===== src/rtl/uart_brk_pkg.sv =====
package uart_brk_pkg;

   typedef enum logic [1:0] {
      BRK_OFF   = 2'd0,
      BRK_PEND  = 2'd1,
      BRK_LOW   = 2'd2,
      BRK_GUARD = 2'd3
   } brk_st_t;

   function automatic int frame_bits(input int data_w, input int with_addr);
      return data_w + 2 + ((with_addr != 0) ? 1 : 0);
   endfunction

endpackage


===== src/rtl/uart_brk_hold.sv =====
module uart_brk_hold #(
   parameter int DATA_W      = 8,
   parameter int ADDR_BIT_EN = 1
) (
   input  logic              clk,
   input  logic              rst_n,
   input  logic              clr,
   input  logic              wr_en,
   input  logic [DATA_W-1:0] wr_data,
   input  logic              addr_cmd,
   input  logic              take,
   output logic              full,
   output logic [DATA_W-1:0] hold_data,
   output logic              hold_addr
);

   logic              full_q;
   logic [DATA_W-1:0] data_q;

   always_ff @(posedge clk or negedge rst_n) begin
      if (!rst_n) begin
         full_q <= 1'b0;
         data_q <= '0;
      end else if (clr) begin
         full_q <= 1'b0;
         data_q <= '0;
      end else if (wr_en) begin
         full_q <= 1'b1;
         data_q <= wr_data;
      end else if (take) begin
         full_q <= 1'b0;
      end
   end

   generate
      if (ADDR_BIT_EN != 0) begin : g_addr
         logic pend_q;
         logic addr_q;
         always_ff @(posedge clk or negedge rst_n) begin
            if (!rst_n) begin
               pend_q <= 1'b0;
               addr_q <= 1'b0;
            end else if (clr) begin
               pend_q <= 1'b0;
               addr_q <= 1'b0;
            end else if (wr_en) begin
               addr_q <= pend_q | addr_cmd;
               pend_q <= 1'b0;
            end else if (addr_cmd) begin
               pend_q <= 1'b1;
            end
         end
         assign hold_addr = addr_q;
      end else begin : g_noaddr
         assign hold_addr = 1'b0;
      end
   endgenerate

   assign full      = full_q;
   assign hold_data = data_q;

   AST_NO_OVERWRITE: assert property (@(posedge clk) disable iff (!rst_n)
      wr_en |-> !full_q) else $error("write into a full holding stage");
   AST_HOLD_STABLE: assert property (@(posedge clk) disable iff (!rst_n)
      (full_q && $past(full_q) && !$past(take) && !$past(clr)) |-> $stable(data_q))
      else $error("held character changed");

endmodule


===== src/rtl/uart_brk_shift.sv =====
module uart_brk_shift #(
   parameter int DATA_W      = 8,
   parameter int ADDR_BIT_EN = 1,
   parameter int FRAME_W     = 11,
   parameter int CNT_W       = 4
) (
   input  logic              clk,
   input  logic              rst_n,
   input  logic              clr,
   input  logic              tick,
   input  logic              load_ok,
   input  logic [DATA_W-1:0] hold_data,
   input  logic              hold_addr,
   input  logic              md,
   output logic              line,
   output logic              busy,
   output logic              slot,
   output logic              take
);

   logic [FRAME_W-1:0] frame_q;
   logic [FRAME_W-1:0] frm_new;
   logic [CNT_W-1:0]   idx_q;
   logic [CNT_W-1:0]   last_q;
   logic [CNT_W-1:0]   last_new;
   logic               busy_q;
   logic               line_q;
   logic               more;

   generate
      if (ADDR_BIT_EN != 0) begin : g_nine
         always_comb begin
            if (md) begin
               frm_new  = {1'b1, hold_addr, hold_data, 1'b0};
               last_new = CNT_W'(FRAME_W - 1);
            end else begin
               frm_new  = {1'b1, 1'b1, hold_data, 1'b0};
               last_new = CNT_W'(FRAME_W - 2);
            end
         end
      end else begin : g_eight
         assign frm_new  = {1'b1, hold_data, 1'b0};
         assign last_new = CNT_W'(FRAME_W - 1);
      end
   endgenerate

   assign more = busy_q && (idx_q != last_q);
   assign slot = !more;
   assign take = tick && slot && load_ok;

   always_ff @(posedge clk or negedge rst_n) begin
      if (!rst_n) begin
         frame_q <= '1;
         idx_q   <= '0;
         last_q  <= '0;
         busy_q  <= 1'b0;
         line_q  <= 1'b1;
      end else if (clr) begin
         frame_q <= '1;
         idx_q   <= '0;
         last_q  <= '0;
         busy_q  <= 1'b0;
         line_q  <= 1'b1;
      end else if (tick) begin
         if (more) begin
            idx_q   <= idx_q + CNT_W'(1);
            line_q  <= frame_q[1];
            frame_q <= {1'b1, frame_q[FRAME_W-1:1]};
         end else if (load_ok) begin
            busy_q  <= 1'b1;
            idx_q   <= '0;
            frame_q <= frm_new;
            last_q  <= last_new;
            line_q  <= 1'b0;
         end else begin
            busy_q  <= 1'b0;
            line_q  <= 1'b1;
         end
      end
   end

   assign line = line_q;
   assign busy = busy_q;

   AST_START_LOW: assert property (@(posedge clk) disable iff (!rst_n)
      (take && !clr) |=> !line_q) else $error("frame did not open with a low bit");
   AST_IDX_RANGE: assert property (@(posedge clk) disable iff (!rst_n)
      busy_q |-> (idx_q <= last_q)) else $error("bit index beyond frame");
   AST_STOP_HIGH: assert property (@(posedge clk) disable iff (!rst_n)
      (busy_q && idx_q == last_q) |-> line_q) else $error("last bit not high");

endmodule


===== src/rtl/uart_brk_seq.sv =====
module uart_brk_seq
   import uart_brk_pkg::*;
#(
   parameter int GUARD_W   = 8,
   parameter int MIN_GUARD = 12,
   parameter int CNT_W     = 4
) (
   input  logic               clk,
   input  logic               rst_n,
   input  logic               clr,
   input  logic               tick,
   input  logic               start_cmd,
   input  logic               stop_cmd,
   input  logic               drained,
   input  logic [CNT_W-1:0]   flen_last,
   input  logic [GUARD_W-1:0] guard_len,
   output brk_st_t            st,
   output logic               ovr,
   output logic               lvl
);

   localparam logic [GUARD_W-1:0] GMIN = GUARD_W'(MIN_GUARD);

   brk_st_t            st_q;
   logic [CNT_W-1:0]   pos_q;
   logic [GUARD_W-1:0] gcnt_q;
   logic [GUARD_W-1:0] glim_q;
   logic [GUARD_W-1:0] glim_new;
   logic               stop_q;

   assign glim_new = (guard_len > GMIN) ? guard_len : GMIN;

   always_ff @(posedge clk or negedge rst_n) begin
      if (!rst_n) begin
         st_q   <= BRK_OFF;
         pos_q  <= '0;
         gcnt_q <= '0;
         glim_q <= GMIN;
         stop_q <= 1'b0;
      end else if (clr) begin
         st_q   <= BRK_OFF;
         pos_q  <= '0;
         gcnt_q <= '0;
         glim_q <= GMIN;
         stop_q <= 1'b0;
      end else begin
         unique case (st_q)
            BRK_OFF: begin
               if (start_cmd) st_q <= BRK_PEND;
            end
            BRK_PEND: begin
               if (tick && drained) begin
                  st_q   <= BRK_LOW;
                  pos_q  <= '0;
                  stop_q <= 1'b0;
               end
            end
            BRK_LOW: begin
               if (stop_cmd) stop_q <= 1'b1;
               if (tick) begin
                  if (pos_q == flen_last) begin
                     pos_q <= '0;
                     if (stop_q || stop_cmd) begin
                        st_q   <= BRK_GUARD;
                        gcnt_q <= '0;
                        glim_q <= glim_new;
                        stop_q <= 1'b0;
                     end
                  end else begin
                     pos_q <= pos_q + CNT_W'(1);
                  end
               end
            end
            BRK_GUARD: begin
               if (tick) begin
                  if (gcnt_q == glim_q - GUARD_W'(1)) st_q <= BRK_OFF;
                  else gcnt_q <= gcnt_q + GUARD_W'(1);
               end
            end
            default: st_q <= BRK_OFF;
         endcase
      end
   end

   assign st  = st_q;
   assign ovr = (st_q == BRK_LOW) || (st_q == BRK_GUARD);
   assign lvl = (st_q == BRK_GUARD);

   AST_PEND_ENTRY: assert property (@(posedge clk) disable iff (!rst_n)
      (st_q == BRK_PEND && $past(st_q) != BRK_PEND) |-> ($past(st_q) == BRK_OFF && $past(start_cmd)))
      else $error("break request taken while busy");
   AST_FRAME_EDGE: assert property (@(posedge clk) disable iff (!rst_n)
      (st_q == BRK_GUARD && $past(st_q) == BRK_LOW) |-> ($past(pos_q) == $past(flen_last)))
      else $error("break ended inside a frame");
   AST_GUARD_FLOOR: assert property (@(posedge clk) disable iff (!rst_n)
      (st_q == BRK_GUARD) |-> (glim_q >= GMIN)) else $error("guard shorter than floor");

endmodule


===== src/rtl/uart_brk_tx.sv =====
module uart_brk_tx
   import uart_brk_pkg::*;
#(
   parameter int DATA_W      = 8,
   parameter int ADDR_BIT_EN = 1,
   parameter int GUARD_W     = 8,
   parameter int MIN_GUARD   = 12
) (
   input  logic               clk,
   input  logic               rst_n,
   input  logic               baud_tick,
   input  logic               wr_valid,
   input  logic [DATA_W-1:0]  wr_data,
   input  logic               cmd_tx_on,
   input  logic               cmd_tx_off,
   input  logic               cmd_tx_rst,
   input  logic               cmd_brk_start,
   input  logic               cmd_brk_stop,
   input  logic               cmd_addr_next,
   input  logic               multidrop_en,
   input  logic [GUARD_W-1:0] guard_len,
   output logic               tx_line,
   output logic               tx_ready,
   output logic               tx_empty
);

   localparam int FRAME_W = frame_bits(DATA_W, ADDR_BIT_EN);
   localparam int CNT_W   = $clog2(FRAME_W + 1);

   generate
      if (DATA_W < 5 || DATA_W > 9) begin : g_bad_data
         $error("DATA_W must lie in 5..9");
      end
      if (GUARD_W < 4 || GUARD_W > 16) begin : g_bad_guard
         $error("GUARD_W must lie in 4..16");
      end
      if (MIN_GUARD < 1 || MIN_GUARD >= (1 << GUARD_W)) begin : g_bad_min
         $error("MIN_GUARD must be at least 1 and fit in GUARD_W bits");
      end
   endgenerate

   logic              on_q;
   logic              hold_full;
   logic [DATA_W-1:0] hold_data;
   logic              hold_addr;
   logic              wr_acc;
   logic              load_ok;
   logic              sh_line;
   logic              sh_busy;
   logic              sh_slot;
   logic              sh_take;
   logic [CNT_W-1:0]  flen_last;
   brk_st_t           brk_st;
   logic              brk_ovr;
   logic              brk_lvl;
   logic              brk_idle;

   always_ff @(posedge clk or negedge rst_n) begin
      if (!rst_n)                        on_q <= 1'b0;
      else if (cmd_tx_rst || cmd_tx_off) on_q <= 1'b0;
      else if (cmd_tx_on)                on_q <= 1'b1;
   end

   generate
      if (ADDR_BIT_EN != 0) begin : g_len_md
         assign flen_last = multidrop_en ? CNT_W'(FRAME_W - 1) : CNT_W'(FRAME_W - 2);
      end else begin : g_len_plain
         assign flen_last = CNT_W'(FRAME_W - 1);
      end
   endgenerate

   assign brk_idle = (brk_st == BRK_OFF);
   assign tx_ready = on_q && !hold_full && brk_idle;
   assign wr_acc   = wr_valid && tx_ready && !cmd_tx_rst;
   assign load_ok  = hold_full && on_q && (brk_idle || brk_st == BRK_PEND);
   assign tx_empty = !hold_full && !sh_busy && brk_idle;
   assign tx_line  = brk_ovr ? brk_lvl : sh_line;

   uart_brk_hold #(.DATA_W(DATA_W), .ADDR_BIT_EN(ADDR_BIT_EN)) u_hold (
      .clk       (clk),
      .rst_n     (rst_n),
      .clr       (cmd_tx_rst),
      .wr_en     (wr_acc),
      .wr_data   (wr_data),
      .addr_cmd  (cmd_addr_next),
      .take      (sh_take),
      .full      (hold_full),
      .hold_data (hold_data),
      .hold_addr (hold_addr)
   );

   uart_brk_shift #(.DATA_W(DATA_W), .ADDR_BIT_EN(ADDR_BIT_EN),
                    .FRAME_W(FRAME_W), .CNT_W(CNT_W)) u_shift (
      .clk       (clk),
      .rst_n     (rst_n),
      .clr       (cmd_tx_rst),
      .tick      (baud_tick),
      .load_ok   (load_ok),
      .hold_data (hold_data),
      .hold_addr (hold_addr),
      .md        (multidrop_en),
      .line      (sh_line),
      .busy      (sh_busy),
      .slot      (sh_slot),
      .take      (sh_take)
   );

   uart_brk_seq #(.GUARD_W(GUARD_W), .MIN_GUARD(MIN_GUARD), .CNT_W(CNT_W)) u_seq (
      .clk       (clk),
      .rst_n     (rst_n),
      .clr       (cmd_tx_rst),
      .tick      (baud_tick),
      .start_cmd (cmd_brk_start),
      .stop_cmd  (cmd_brk_stop),
      .drained   (!hold_full && sh_slot),
      .flen_last (flen_last),
      .guard_len (guard_len),
      .st        (brk_st),
      .ovr       (brk_ovr),
      .lvl       (brk_lvl)
   );

   // guard-length watcher
   logic [GUARD_W:0] gwatch_q;
   always_ff @(posedge clk or negedge rst_n) begin
      if (!rst_n)                                gwatch_q <= '0;
      else if (brk_st != BRK_GUARD)              gwatch_q <= '0;
      else if (baud_tick && !(&gwatch_q))        gwatch_q <= gwatch_q + 1'b1;
   end

   AST_BRK_DRAINED: assert property (@(posedge clk) disable iff (!rst_n)
      (brk_st == BRK_LOW && $past(brk_st) == BRK_PEND) |-> (!hold_full && !sh_busy))
      else $error("break began with data queued");
   AST_STATUS_BRK: assert property (@(posedge clk) disable iff (!rst_n)
      ($past(cmd_brk_start) && !$past(cmd_tx_rst) && $past(brk_st) != BRK_GUARD) |-> (!tx_ready && !tx_empty))
      else $error("status high after break request");
   AST_GUARD_MIN: assert property (@(posedge clk) disable iff (!rst_n)
      (brk_st == BRK_OFF && $past(brk_st) == BRK_GUARD && !$past(cmd_tx_rst)) |-> (gwatch_q >= MIN_GUARD))
      else $error("guard interval too short");
   AST_IDLE_HIGH: assert property (@(posedge clk) disable iff (!rst_n)
      (!sh_busy && brk_idle) |-> tx_line) else $error("idle line not high");
   AST_OFF_WINS: assert property (@(posedge clk) disable iff (!rst_n)
      $past(cmd_tx_off) |-> !tx_ready) else $error("off strobe lost");
   AST_RST_IDLE: assert property (@(posedge clk) disable iff (!rst_n)
      $past(cmd_tx_rst) |-> (tx_line && !tx_ready && tx_empty)) else $error("reset left activity");

endmodule


===== config.mk =====
export PLATFORM = sky130hd
export DESIGN_NAME = uart_brk_tx
export DESIGN_NICKNAME = d
export VERILOG_FILES = /design/src/rtl/uart_brk_pkg.sv /design/src/rtl/uart_brk_hold.sv /design/src/rtl/uart_brk_shift.sv /design/src/rtl/uart_brk_seq.sv /design/src/rtl/uart_brk_tx.sv
export SDC_FILE = /design/constraint.sdc
export NUM_CORES = 1
export LEC_CHECK = 0
export ABC_AREA = 1
export BUFFER_PORTS_ARGS = -buffer_cell sky130_fd_sc_hd__buf_2
export CAP_MARGIN = 20
export CORE_MARGIN = 10
export CORE_UTILIZATION = 52
export CTS_CLUSTER_SIZE = 16
export DETAILED_ROUTE_END_ITERATION = 10
export PLACE_DENSITY = 0.7
export SLEW_MARGIN = 10
export SYNTH_ARGS = -nofsm -noshare
export SYNTH_HDL_FRONTEND = slang
export SYNTH_HIERARCHICAL = 1
export SYNTH_SLANG_ARGS = --single-unit

===== constraint.sdc =====
create_clock -name clk -period 3.4 [get_ports clk]
set_input_delay 0.68 -clock clk [delete_from_list [all_inputs] [get_ports clk]]
set_output_delay 0.68 -clock clk [all_outputs]
set_load 0.01 [all_outputs]

==> summary.md <==
* Avg Vias per Cell: 5.171
* antenna diode count: 0
* routability congestion estimate from global placement: 0.8621
* area enclosed by the die boundary: 0.01015 sq mm
* worst-case clock skew: 0.005452 ns
* multi-input logic area: 0.001747 sq mm
* crit path buf inv count: 2
* number of global-route vias before repair: 2891
* sequential fraction of the synthesis area: 0.3956
* highest fanout seen on the critical path: 8
* source-to-sink clock delay at the later pin of the worst-skew pair: 0.32 ns
* number of nets with antenna violations after routing: 0
* critical path capture point type: primary output
* path type of the worst min-delay path: input port to async pin
* final hold violations: 0
* ys async rst share: 1.000
* Port Buffers: 29
* H-tree Lvls: 2
* final cycle utilization of the critical path: 0.7335
* number of vias in the routed layout: 2994
* CTS tree: built
* Slew Viols, Final: 0
* worst path required time: 2.72 ns
* PwrDens: 410.9 mW/mm^2
* final total negative setup slack: 0 ns
* # nets final: 536
* flip-flop and latch count after synthesis: 53
* first-pass GRT wire length: 13010 microns
* commonest register cell after synthesis: dfrtp_1
* maximum number of pins on one net before global-route repair: 36
* number of DRC violations after detailed-routing iteration 0: 142
* Crit path largest cell delay: 0.48 ns
* maximum number of buffers from clock root to sink: 2
* Slew headroom: 0.6050
* highest achievable clock rate: 0.4010 GHz
* Synth area leaders: dfrtp_1 30%, nand2_1 16%, nand3_1 9.6%
* cell count after synthesis: 472
* placeable core area: 0.006350 sq mm
* Post-Route Hold Slack: 0.2889 ns
* sum of overflow across all layers after global routing: 0
* Max stage delay cell, worst path: dfrtp_1
* WL final: 7175 microns
* Peak supply drop: 0.3316 mV
* number of rows created at floorplan: 29
* share of layout cells above drive strength 1: 0.1773
* cell-by-cell listing of the critical path: ha_1 -> inv_1 -> nand2_1 -> o21ai_0 -> buf_2
* floorplan die width: 100.8 microns
* synthesized area divided by synthesized cell count: 7.184 sq um
* Synth area leader: dfrtp_1
* Clock Tree Root: clkbuf_8
* number of different library cells in the post-synthesis netlist: 37
* global-route usage over all layers: 0.1536
* CP Data Arrival Time: 1.81 ns
* clk sinks: 53
* effective utilization at floorplan: 0.5340
* wire length per cell after detailed routing: 12.39 microns
* leakage component of the power: 1.961 nW
* Synth top area share: 0.3026
* library cell with the highest instance count after synthesis: nand2_1
* number of synthesized flops with an enable pin: 0
* RSZ-0062 raised after global routing: no
* yosys warns: 6
* Startpoint Class: register
* antenna violations before repair: 0
* DRC viols: 0
* fill count: 594
* sequential cell area: 0.001341 sq mm
* Pre-antenna DRT Iters: 5
* post-CTS resize count: 0
* post-synthesis cell area: 0.003391 sq mm
* run status: completed
* register clock-pin slew on the reported worst setup and hold paths: 0.09 ns
* most numerous cell types in the synthesized netlist: 142 x nand2_1, 65 x nand3_1, 57 x inv_1
* slew of the pin with the lowest slew margin: 0.5925 ns
* Die H: 100.8 microns
* number of hold-repair buffers added at the cts stage: 0
* final critical delay including setup and external delays: 2.494 ns
* post-CTS setup buffer count: 0
* crit path kind: register to primary output
* final number of setup-violating endpoints: 0
* Post-Synthesis Net Count: 507
* Max-cap violations: 0
* family with the most delay on the worst path: flip-flops
* Detail Placement HPWL: 5557 microns
* number of clock buffers inserted by TritonCTS: 5
* number of top-level pins: 30
* Syn-to-layout area delta: 8.782%
[cell families after synthesis]
group | Yosys count | share of synthesized area
AOI/OAI and AO/OA | 28 | 0.04613
xor gates and xnor gates | 10 | 0.02583
adders and majority gates | 8 | 0.02952
buffers and inverters | 72 | 0.08930
DFF | 53 | 0.3956
other | 2 | 0.002215
and+or+nand+nor | 299 | 0.4114
[metrics by stage]
stage	worst slack (ns)	instances	utilization	total power, W	instance area, sq um
2_1_floorplan	1.470	472	-	0.0009867	3391
3_3_place_gp	1.169	571	0.5634	0.001080	3577
3_5_place_dp	1.123	571	0.5634	0.001089	3577
4_1_cts	0.8968	579	0.5809	0.001532	3689
5_1_grt	0.7412	579	0.5809	0.001616	3689
6_report	0.9060	579	0.5809	0.001516	3689
[power breakdown]
group	switching [W]	internal (W)	leakage [nW]	total (W)
clock	0.000218	0.000221	0.0554	0.000440
combinational	0.000231	0.000123	1.21	0.000354
sequential	0.0000399	0.000682	0.693	0.000722
total	0.000490	0.00103	1.96	0.00152
[flip-flops by register name (all words and copies together), names as in the netlist, 2 cells and up]
| name | count |
|---|---|
| u_shift/frame_q | 9 |
| u_hold/hold_data | 8 |
| u_seq/gcnt_q | 8 |
| u_seq/glim_q | 8 |
| u_seq/pos_q | 4 |
| u_shift/idx_q | 4 |
| u_shift/last_q | 3 |
| u_seq/st | 2 |
[routing by layer]
metal	vias up	share of wire	global-route usage
met5	-	0	0
met1	1376	0.48	0.2059
met2	62	0.46	0.2373
li1	1547	-	-
met4	0	0.015	0.05326
met3	9	0.048	0.03429
[layout by cell type, fill, tap and decap left out, types with 3 or more instances in the layout]
| master | Yosys | routed |
|---|---|---|
| a21oi_1 | 7 | 7 |
| buf_2 | 2 | 29 |
| clkbuf_8 | 0 | 5 |
| dfrtp_1 | 41 | 41 |
| dfstp_2 | 12 | 12 |
| ha_1 | 8 | 8 |
| inv_1 | 57 | 57 |
| inv_2 | 6 | 6 |
| nand2_1 | 142 | 142 |
| nand2_2 | 10 | 10 |
| nand2_4 | 4 | 4 |
| nand3_1 | 65 | 65 |
| nand3_2 | 4 | 4 |
| nand4_1 | 3 | 3 |
| nor2_1 | 41 | 41 |
| nor2_2 | 9 | 9 |
| nor3_1 | 8 | 8 |
| nor4_1 | 5 | 5 |
| o21ai_0 | 13 | 13 |
| o21ai_1 | 3 | 3 |
| xor2_1 | 9 | 9 |
[final timing paths]
kind / start / end / slack, ns / depth (start not counted)
hold reg to reg: u_shift/frame_q[6] / u_shift/frame_q[6] / 0.48 / 2
setup reg to reg: u_shift/idx_q[0] / u_seq/pos_q[2] / 1.10 / 17
min in group clk: u_shift/frame_q[6] / u_shift/frame_q[6] / 0.48 / 2
hold / removal: rst_n / u_seq/glim_q[0] / 0.29 / 1
max in group asynchronous: rst_n / u_shift/frame_q[7] / 2.29 / 2
setup / recovery: u_seq/st[1] / tx_line / 0.91 / 5
[final cells by class]
cell class	instances	share of cell area
Multi-Input combinational cell	347	0.4735
Sequential cell	53	0.3636
Inverter	64	0.06513
Timing Repair Buffer	30	0.04138
Tap cell	77	0.02612
Clock buffer	6	0.01967
Clock inverter	2	0.01052
Note: power is estimated with default switching activity, not from simulation.
